<file path="config.mk">
export PLATFORM = sky130hd
export DESIGN_NAME = sfifo_trig_ctrl
export DESIGN_NICKNAME = d
export VERILOG_FILES = /design/src/rtl/sfifo_pkg.sv /design/src/rtl/sfifo_buffer.sv /design/src/rtl/sfifo_flag.sv /design/src/rtl/sfifo_trig_ctrl.sv
export SDC_FILE = /design/constraint.sdc
export NUM_CORES = 1
export LEC_CHECK = 0
export CORE_ASPECT_RATIO = 0.8
export CORE_MARGIN = 5
export CORE_UTILIZATION = 60
export DETAILED_ROUTE_END_ITERATION = 8
export PLACE_DENSITY_LB_ADDON = 0.3
export SLEW_MARGIN = 30
export SYNTH_ARGS = -nofsm -noshare
export SYNTH_HDL_FRONTEND = slang
export SYNTH_HIERARCHICAL = 1
export SYNTH_SLANG_ARGS = --single-unit
export TNS_END_PERCENT = 10
</file>
<file path="constraint.sdc">
create_clock -name clk -period 3.9 [get_ports clk]
set_clock_uncertainty 0.15 [all_clocks]
set_input_delay 0.585 -clock clk [delete_from_list [all_inputs] [get_ports clk]]
set_output_delay 0.585 -clock clk [all_outputs]
set_load 0.02 [all_outputs]
</file>
<file path="src/rtl/sfifo_pkg.sv">
package sfifo_pkg;

    typedef enum logic [0:0] {
        FLAG_LOW  = 1'b0,
        FLAG_HIGH = 1'b1
    } flag_state_e;

    typedef struct packed {
        logic [1:0] rx_sel;
        logic [1:0] tx_sel;
        logic       aux_en;
        logic       tx_flush;
        logic       rx_flush;
        logic       loop_en;
    } ctrl_t;

    function automatic logic [7:0] rx_threshold(input logic [1:0] sel);
        logic [7:0] lvl;
        unique case (sel)
            2'b00: lvl = 8'd1;
            2'b01: lvl = 8'd4;
            2'b10: lvl = 8'd8;
            2'b11: lvl = 8'd14;
        endcase
        return lvl;
    endfunction

    function automatic logic [7:0] tx_threshold(input logic [1:0] sel);
        logic [7:0] lvl;
        unique case (sel)
            2'b00: lvl = 8'd8;
            2'b01: lvl = 8'd4;
            2'b10: lvl = 8'd2;
            2'b11: lvl = 8'd1;
        endcase
        return lvl;
    endfunction

endpackage

</file>
<file path="src/rtl/sfifo_buffer.sv">
module sfifo_buffer #(
    parameter int DW    = 8,
    parameter int DEPTH = 16,
    localparam int PW   = $clog2(DEPTH),
    localparam int CW   = PW + 1
) (
    input  logic          clk,
    input  logic          rst_n,
    input  logic          flush,
    input  logic          push,
    input  logic [DW-1:0] din,
    input  logic          pop,
    output logic [DW-1:0] dout,
    output logic [CW-1:0] count
);

    logic [DW-1:0] mem [DEPTH];
    logic [PW-1:0] wptr, rptr;
    logic          full, empty, do_push, do_pop;

    always_comb begin
        full    = (count == CW'(DEPTH));
        empty   = (count == '0);
        do_push = push && !full && !flush;
        do_pop  = pop && !empty && !flush;
    end

    always_ff @(posedge clk) begin
        if (do_push) mem[wptr] <= din;
    end

    always_ff @(posedge clk or negedge rst_n) begin
        if (!rst_n) begin
            wptr  <= '0;
            rptr  <= '0;
            count <= '0;
            dout  <= '0;
        end else if (flush) begin
            wptr  <= '0;
            rptr  <= '0;
            count <= '0;
        end else begin
            if (do_push) wptr <= wptr + 1'b1;
            if (do_pop) begin
                rptr <= rptr + 1'b1;
                dout <= mem[rptr];
            end
            unique case ({do_push, do_pop})
                2'b10:   count <= count + CW'(1);
                2'b01:   count <= count - CW'(1);
                default: count <= count;
            endcase
        end
    end


    cnt_bound_chk: assert property (@(posedge clk) disable iff (!rst_n)
        count <= CW'(DEPTH));


    cnt_push_chk: assert property (@(posedge clk) disable iff (!rst_n)
        (push && !full && !pop && !flush) |=> count == $past(count) + CW'(1));


    flush_empty_chk: assert property (@(posedge clk) disable iff (!rst_n)
        flush |=> count == '0);


    empty_pop_chk: assert property (@(posedge clk) disable iff (!rst_n)
        (pop && empty) |=> $stable(dout));

endmodule

</file>
<file path="src/rtl/sfifo_flag.sv">
module sfifo_flag
    import sfifo_pkg::*;
(
    input  logic clk,
    input  logic rst_n,
    input  logic cond,
    input  logic clr,
    output logic flag
);

    flag_state_e state, state_n;

    always_ff @(posedge clk or negedge rst_n) begin
        if (!rst_n) state <= FLAG_LOW;
        else        state <= state_n;
    end

    always_comb begin
        state_n = state;
        unique case (state)
            FLAG_LOW:  if (cond)         state_n = FLAG_HIGH;
            FLAG_HIGH: if (clr && !cond) state_n = FLAG_LOW;
        endcase
    end

    always_comb begin
        flag = (state == FLAG_HIGH);
    end


    flag_hold_chk: assert property (@(posedge clk) disable iff (!rst_n)
        (flag && !clr) |=> flag);


    flag_refuse_chk: assert property (@(posedge clk) disable iff (!rst_n)
        (flag && cond) |=> flag);

endmodule

</file>
<file path="src/rtl/sfifo_trig_ctrl.sv">
module sfifo_trig_ctrl
    import sfifo_pkg::*;
#(
    parameter int DW    = 8,
    parameter int DEPTH = 16,
    localparam int CW   = $clog2(DEPTH) + 1
) (
    input  logic          clk,
    input  logic          rst_n,
    input  logic          standby,
    input  logic          reg_wr,
    input  logic          reg_addr,
    input  logic [7:0]    reg_wdata,
    output logic [7:0]    reg_rdata,
    input  logic          tx_push,
    input  logic [DW-1:0] tx_wdata,
    input  logic          tx_pop,
    output logic [DW-1:0] tx_rdata,
    output logic [CW-1:0] tx_level,
    input  logic          rx_push,
    input  logic [DW-1:0] rx_wdata,
    input  logic          rx_pop,
    output logic [DW-1:0] rx_rdata,
    output logic [CW-1:0] rx_level,
    output logic          rx_thresh_flag,
    output logic          tx_thresh_flag,
    output logic          rx_ovr_flag
);

    localparam logic ADDR_CTRL = 1'b0;
    localparam logic ADDR_STAT = 1'b1;
    localparam int   NFLAG     = 3;

    ctrl_t           ctrl_q;
    logic            loop_pend_q;
    logic            rx_in_push;
    logic [DW-1:0]   rx_in_data;
    logic            rx_full;
    logic [7:0]      rx_lvl, tx_lvl;
    logic [NFLAG-1:0] f_cond, f_clr, f_out;

    always_ff @(posedge clk or negedge rst_n) begin
        if (!rst_n)                            ctrl_q <= '0;
        else if (standby)                      ctrl_q <= '0;
        else if (reg_wr && reg_addr == ADDR_CTRL) ctrl_q <= ctrl_t'(reg_wdata);
    end

    always_ff @(posedge clk or negedge rst_n) begin
        if (!rst_n) loop_pend_q <= 1'b0;
        else        loop_pend_q <= ctrl_q.loop_en && tx_pop
                                   && (tx_level != '0) && !ctrl_q.tx_flush;
    end

    always_comb begin
        rx_in_push = ctrl_q.loop_en ? loop_pend_q : rx_push;
        rx_in_data = ctrl_q.loop_en ? tx_rdata    : rx_wdata;
        rx_full    = (rx_level == CW'(DEPTH));
        rx_lvl     = rx_threshold(ctrl_q.rx_sel);
        tx_lvl     = tx_threshold(ctrl_q.tx_sel);
        f_cond[0]  = int'(rx_level) >= int'(rx_lvl);
        f_cond[1]  = int'(tx_level) <= int'(tx_lvl);
        f_cond[2]  = rx_in_push && rx_full && !ctrl_q.rx_flush;
    end

    sfifo_buffer #(.DW(DW), .DEPTH(DEPTH)) u_txq (
        .clk   (clk),
        .rst_n (rst_n),
        .flush (ctrl_q.tx_flush),
        .push  (tx_push),
        .din   (tx_wdata),
        .pop   (tx_pop),
        .dout  (tx_rdata),
        .count (tx_level)
    );

    sfifo_buffer #(.DW(DW), .DEPTH(DEPTH)) u_rxq (
        .clk   (clk),
        .rst_n (rst_n),
        .flush (ctrl_q.rx_flush),
        .push  (rx_in_push),
        .din   (rx_in_data),
        .pop   (rx_pop),
        .dout  (rx_rdata),
        .count (rx_level)
    );

    for (genvar k = 0; k < NFLAG; k++) begin : g_flag
        assign f_clr[k] = reg_wr && (reg_addr == ADDR_STAT) && !reg_wdata[k];
        sfifo_flag u_flag (
            .clk   (clk),
            .rst_n (rst_n),
            .cond  (f_cond[k]),
            .clr   (f_clr[k]),
            .flag  (f_out[k])
        );
    end

    always_comb begin
        rx_thresh_flag = f_out[0];
        tx_thresh_flag = f_out[1];
        rx_ovr_flag    = f_out[2];
        if (reg_addr == ADDR_STAT) reg_rdata = {5'b0, f_out};
        else                       reg_rdata = ctrl_q;
    end


    stby_clear_chk: assert property (@(posedge clk) disable iff (!rst_n)
        standby |=> ctrl_q == '0);


    rx_trig_chk: assert property (@(posedge clk) disable iff (!rst_n)
        (int'(rx_level) >= int'(rx_threshold(ctrl_q.rx_sel))) |=> rx_thresh_flag);


    tx_trig_chk: assert property (@(posedge clk) disable iff (!rst_n)
        (int'(tx_level) <= int'(tx_threshold(ctrl_q.tx_sel))) |=> tx_thresh_flag);


    loop_ignore_chk: assert property (@(posedge clk) disable iff (!rst_n)
        (ctrl_q.loop_en && rx_push && !loop_pend_q && !rx_pop && !ctrl_q.rx_flush)
        |=> rx_level == $past(rx_level));


    overrun_chk: assert property (@(posedge clk) disable iff (!rst_n)
        (rx_in_push && rx_full && !ctrl_q.rx_flush && !rx_pop) |=> (rx_ovr_flag && rx_full));

endmodule

</file>
Yosys cells after proc, flatten, opt, wreduce, memory -nomap -nowiden

Memory sizes are Yosys's and may differ from the RTL's. A register that Yosys moved wholly into a read port is not among the register bits.
Cells that the tools add are included.

Memories kept: 2
Memory bits (writable): 256
Logic and storage cells: 127
Flip-flop bits (word level): 38

Mux-type cells: 32
Reductions and logical operators: 49
Bitwise gates (word level): 6
Add/subtract/negate cells: 8
Order comparisons: 2
Eq/ne operators: 12

Memories:

| name      | words | width | rd ports | clocked after Yosys merged registers in | write ports | line               | text |
|---|---|---|---|---|---|---|---|
| u_rxq.mem | 16    | 8     | 1        | 1                                       | 1           | sfifo_buffer.sv:17 | `logic [DW-1:0] mem [DEPTH];` |
| u_txq.mem | 16    | 8     | 1        | 1                                       | 1           | sfifo_buffer.sv:17 |  |

Operator list:

| cell                | count |
|---|---|
| $pmux 8 s4          | 2 |
| $mux 4              | 8 |
| $mux 8              | 4 |
| $logic_and 1x1->1   | 21 |
| $pmux 5 s2          | 2 |
| $add 4x1->4 const B | 4 |
| $logic_not 1->1     | 14 |
| $eq 2x2->1 const B  | 6 |
| $mux 1              | 11 |
| $add 5x1->5 const B | 2 |
| $eq 5x5->1 const B  | 2 |
| $logic_not 5->1     | 2 |
| $mux 5              | 2 |
| $reduce_bool 2->1   | 5 |
| $sub 5x1->5 const B | 2 |
| $eq 2x1->1 const B  | 4 |
| $ge 5x8->1          | 1 |
| $le 5x8->1          | 1 |
| $not 1->1           | 6 |
| $pmux 1 s2          | 3 |
| $reduce_bool 3->1   | 2 |
| $reduce_bool 5->1   | 1 |
| $logic_not 2->1     | 2 |
| $reduce_and 2->1    | 2 |

Longest topological paths before layout

Depth after elaboration: 7
Depth in mapped cells: 11
Mapped depth without buffers: 10

Cells and area by module

The synthesis kept the hierarchy.

By module, submodules not included:

| module          | seq. area each (um^2) | times used | cells each | area each (um^2) |
|---|---|---|---|---|
| sfifo_buffer    | 4,369.2               | 2          | 327        | 6,063.3 |
| sfifo_trig_ctrl | 225.2                 | 1          | 86         | 797.0 |
| sfifo_flag      | 25.0                  | 3          | 3          | 36.3 |

Least setup slack after synthesis

No wires, ideal clock.

Path kind: register to register
From: register u_rxq.count[0]
To: register u_rxq.count[4]
Setup slack: 0.988 ns
Data required time: 3.672 ns
Stages on the path, launching flop included: 11
Buffers on the path: 1
Arrival: 2.684 ns
Path through: dfrtp_1 -> nor4_2 -> a21oi_1 -> buf_2 -> nand2_1 -> fa_1 -> nand2b_1 -> a21oi_1 -> mux2i_1 -> a32oi_1 -> a21oi_1

Word-level cells in the longest chain between the ends: 7
Elaborated cells on any way between the ends: 15
Classes of those cells: add/sub: 2; eq/ne: 3; mux: 2; reduce/logical: 8

RTL lines:

| what                                                     | line                                   | text |
|---|---|---|
| from (decl)                                              | sfifo_buffer.sv:14                     | `output logic [CW-1:0] count` |
| from (signal assigned)                                   | sfifo_buffer.sv:49                     | `2'b10: count <= count + CW'(1);` |
| from (signal assigned)                                   | sfifo_buffer.sv:50                     | `2'b01: count <= count - CW'(1);` |
| from (signal assigned)                                   | sfifo_buffer.sv:51                     | `default: count <= count;` |
| $eq 5x5->1 / $logic_not 5->1 (equally long branches)     | sfifo_buffer.sv:22, sfifo_buffer.sv:23 |  |
| $logic_not 1->1, on equally long branches                | sfifo_buffer.sv:24, sfifo_buffer.sv:25 |  |
| $logic_and 1x1->1, on equally long branches (2 in a row) | sfifo_buffer.sv:24, sfifo_buffer.sv:25 |  |
| $eq 2x1->1 / $eq 2x2->1 (equally long branches)          | sfifo_buffer.sv:48                     | `unique case ({do_push, do_pop})` |
| $pmux 5 s2                                               | sfifo_buffer.sv:48                     |  |
| $mux 5                                                   | sfifo_buffer.sv:38                     | `end else if (flush) begin` |

Parallel ways exist; a longest one is shown, timed or not.
A chain may end at the register's enable or synchronous reset.

Worst setup path after layout

From: register u_rxq.count[1]
To: register u_rxq.count[4]

The elaborated chain is that of the path after synthesis.

==> summary.txt <==
CTS
  • CTS clk-pin slew, worst paths: 0.06 ns
  • CTS sink count: 310
  • Clk Tree Root Cell: clkbuf_16
  • Worst skew pair latency: 0.55 ns
  • CTS buffer count: 29
  • CTS HTree Levels: 1
  • TritonCTS clock tree: built
  • Post-CTS Setup Inserts: 0
  • Maximum clock insertion buffer count: 3

Routing
  • Top Metal Used: met4
  • 1st-iter DRT viols: 723
  • Remaining DRCs: 0
  • Antenna Violating Nets Remaining: 0
  • Metal3 WL: 2230 um
  • Drt via density: 6.26
  • Routed met2 length: 12200 um
  • Met1 WL: 11800 um
  • Drt total wl: 26600 um
  • First-pass detailed-route iteration total: 5
  • Vias: 7108
  • Routed length per instance: 23.5 um

Timing
  • Worst setup margin: 0.697 ns
  • Unrepaired setup endpoints after global routing: no
  • Max_slew headroom: 48.2%
  • Fmax: 312 MHz
  • Final worst path period share: 82.1%
  • Max Transition Viols Final: 0
  • TNS Setup: 0 ns
  • Worst Max-Slew Pin Slew: 0.776 ns
  • Fin. Hold Viols: 0
  • Final Critical Period: 3.20 ns
  • Setup Viol. Count Final: 0

Yosys
  • Post-synth cell types: 43
  • Avg Cell Area, Syn: 17.4 um^2
  • Top FF cell, synth: edfxtp_1
  • Syn_nets: 808
  • Synth warn: 6
  • EDFF count, synth: 256
  • Area leader, netlist: edfxtp_1
  • Share of flip-flops with an asynchronous set or reset: 17.4%
  • Cell Area, Synth: 13000 um^2
  • Top-area cell type share of the netlist area: 59.0%
  • Synth area leaders: edfxtp_1 59%, mux4_2 11%, dfrtp_1 10%
  • Seq/Total Area, Yosys: 69.4%
  • Synth Instances: 749
  • Seq cells post-synth: 310

Finish
  • P&R area growth vs syn: 15.6%
  • Multi-input gate area: 3740 um^2
  • Share of cells above drive strength 1: 21.4%
  • Commonest non-fill, non-tap cells in the layout: 256 x edfxtp_1, 68 x clkdlybuf4s50_1, 64 x mux4_2, 52 x dfrtp_1, 45 x nor2_1
  • Most common cell after layout, fill and taps aside: edfxtp_1
  • Register area: 9040 um^2
  • Fillers: 1314
  • Final nets: 894

Power and ir drop
  • Worst vdd ir: 0.437 mV
  • Pwr per Cell Area: 713 nW/um^2
  • Leakage: 5.18 nW

Setup path
  • Max FO, Critical Path: 8
  • Crit path kind: reg -> reg
  • CP Data Arrival Time: 3.52 ns
  • Startpoint Class: flip-flop
  • Nature of the critical path endpoint: flip-flop
  • Worst Path Required: 4.22 ns

Floorplanning
  • Chip width: 175 um
  • Die H: 142 um
  • DIE AREA: 24800 um^2
  • Core area: 21500 um^2
  • IO Pins: 70
  • Row count: 48
  • Initial core utilization: 60.6%

GRT
  • Global-route usage over all layers: 22.0%
  • Largest net degree at the start of global routing: 37
  • Initial antenna violation count: 2
  • Gr ovfl total: 0
  • Vias in the first global route: 7302
  • First-pass GRT wire length: 42100 um

Placement
  • RePlAce Congestion: 0.861
  • Pre-CTS setup slack: 0.559 ns
  • DPL Wire Length: 17700 um
  • I/O Buffers: 69

Outcome
  • Status: completed

Flow run
  • Max-cap check violation count: 0

Hold path
  • Tightest Hold Check Type: in -> async
state kept, by name, summed over array words and instances, names as in the netlist:
register	flops
u_txq/rptr	4
ctrl_q	8
u_txq/dout	8
u_txq/count	5
u_rxq/count	5
u_rxq/mem	128
u_rxq/rptr	4
u_txq/mem	128
u_rxq/dout	8
u_rxq/wptr	4
u_txq/wptr	4
loop_pend_q	1
g_flag.u_flag/flag	3
layer usage:
metal | vias up | global-route usage [%]
met2 | 343 | 33.4
met1 | 3638 | 34.5
li1 | 3096 | -
met5 | - | 0
met3 | 31 | 3.97
met4 | 0 | 4.26
cell type report:
type | count | area share, %
repair buffers | 89 | 5.56
clock inverters | 17 | 1.06
well taps | 275 | 2.28
clock buffers | 37 | 5.79
diodes | 2 | 0.0332
flip-flops and latches | 310 | 60.0
inverters | 19 | 0.473
multi-input cells | 386 | 24.8
worst max-delay path: stages (launching register included):
cell and delay (ns):
dfrtp_1 0.48, or4_4 0.61, o21ai_1 0.31, nand2_1 0.15
fa_1 0.46, nand2b_1 0.16, a21oi_1 0.32, mux2i_1 0.26
a32oi_1 0.08, a21oi_1 0.16
final timing paths:
| check | startpoint | end | slack (ns) | cells after the start |
|---|---|---|---|---|
| min reg2reg | g_flag[0].u_flag/flag$_DFF_PN0_ | g_flag[0].u_flag/flag$_DFF_PN0_ | 0.39 | 1 |
| max | u_rxq/count[1]$_DFFE_PN0P_ | u_rxq/count[4]$_DFFE_PN0P_ | 0.70 | 9 |
| max reg2reg | u_rxq/count[1]$_DFFE_PN0P_ | u_rxq/count[4]$_DFFE_PN0P_ | 0.70 | 9 |
| min in group clk | g_flag[0].u_flag/flag$_DFF_PN0_ | g_flag[0].u_flag/flag$_DFF_PN0_ | 0.39 | 1 |
| max in group asynchronous | rst_n | u_txq/rptr[1]$_DFFE_PN0P_ | 2.32 | 3 |
| min | rst_n | u_rxq/dout[4]$_DFFE_PN0P_ | 0.39 | 2 |
report_power, final:
group / switching (mW) / internal (mW) / total (mW)
combinational: 1.65 / 1.61 / 3.26
sequential: 0.503 / 4.05 / 4.55
clock: 1.21 / 1.73 / 2.94
per-stage QoR:
step | instances | area, um^2 | hold slack [ns] | utilization, % | power (mW)
detailed placement | 1078 | 14000 | 0.358 | 65.2 | 7.83
global route | 1133 | 15100 | 0.405 | 70.1 | 11.3
global placement | 1078 | 14000 | 0.353 | 65.2 | 7.71
finish | 1135 | 15100 | 0.389 | 70.1 | 10.7
floorplan | 749 | 13000 | 0.139 | - | 6.78
CTS | 1133 | 15100 | 0.385 | 70.1 | 10.8
synth_stat cells (all sizes together) (6+ instances only):
master	instances
a21o	7
a21oi	28
xor2	12
nor4	7
mux2i	12
a21boi	6
ha	24
nand2b	11
mux2	38
edfxtp	256
nor3	9
clkbuf	12
o22ai	34
nand2	24
and2	25
nor2b	6
dfrtp	54
mux4	64
nor2	47
inv	19
buf	22
logic make-up after synthesis:
group | synth area share (%)
adder cells (fa/ha/maj) | 2.61
XOR/XNOR | 1.08
flip-flops | 69.4
AO/OA/AOI/OAI | 4.02
AND/OR/NAND/NOR | 5.71
buffers and inverters | 1.96
multiplexers | 15.3
what timing repair did:
action | CTS | global route
gates resized for setup | 0 | 0
hold buffers | 1 | 0
hold endpoints to repair | 18 | 0
Power figures use the tool's default switching activity.
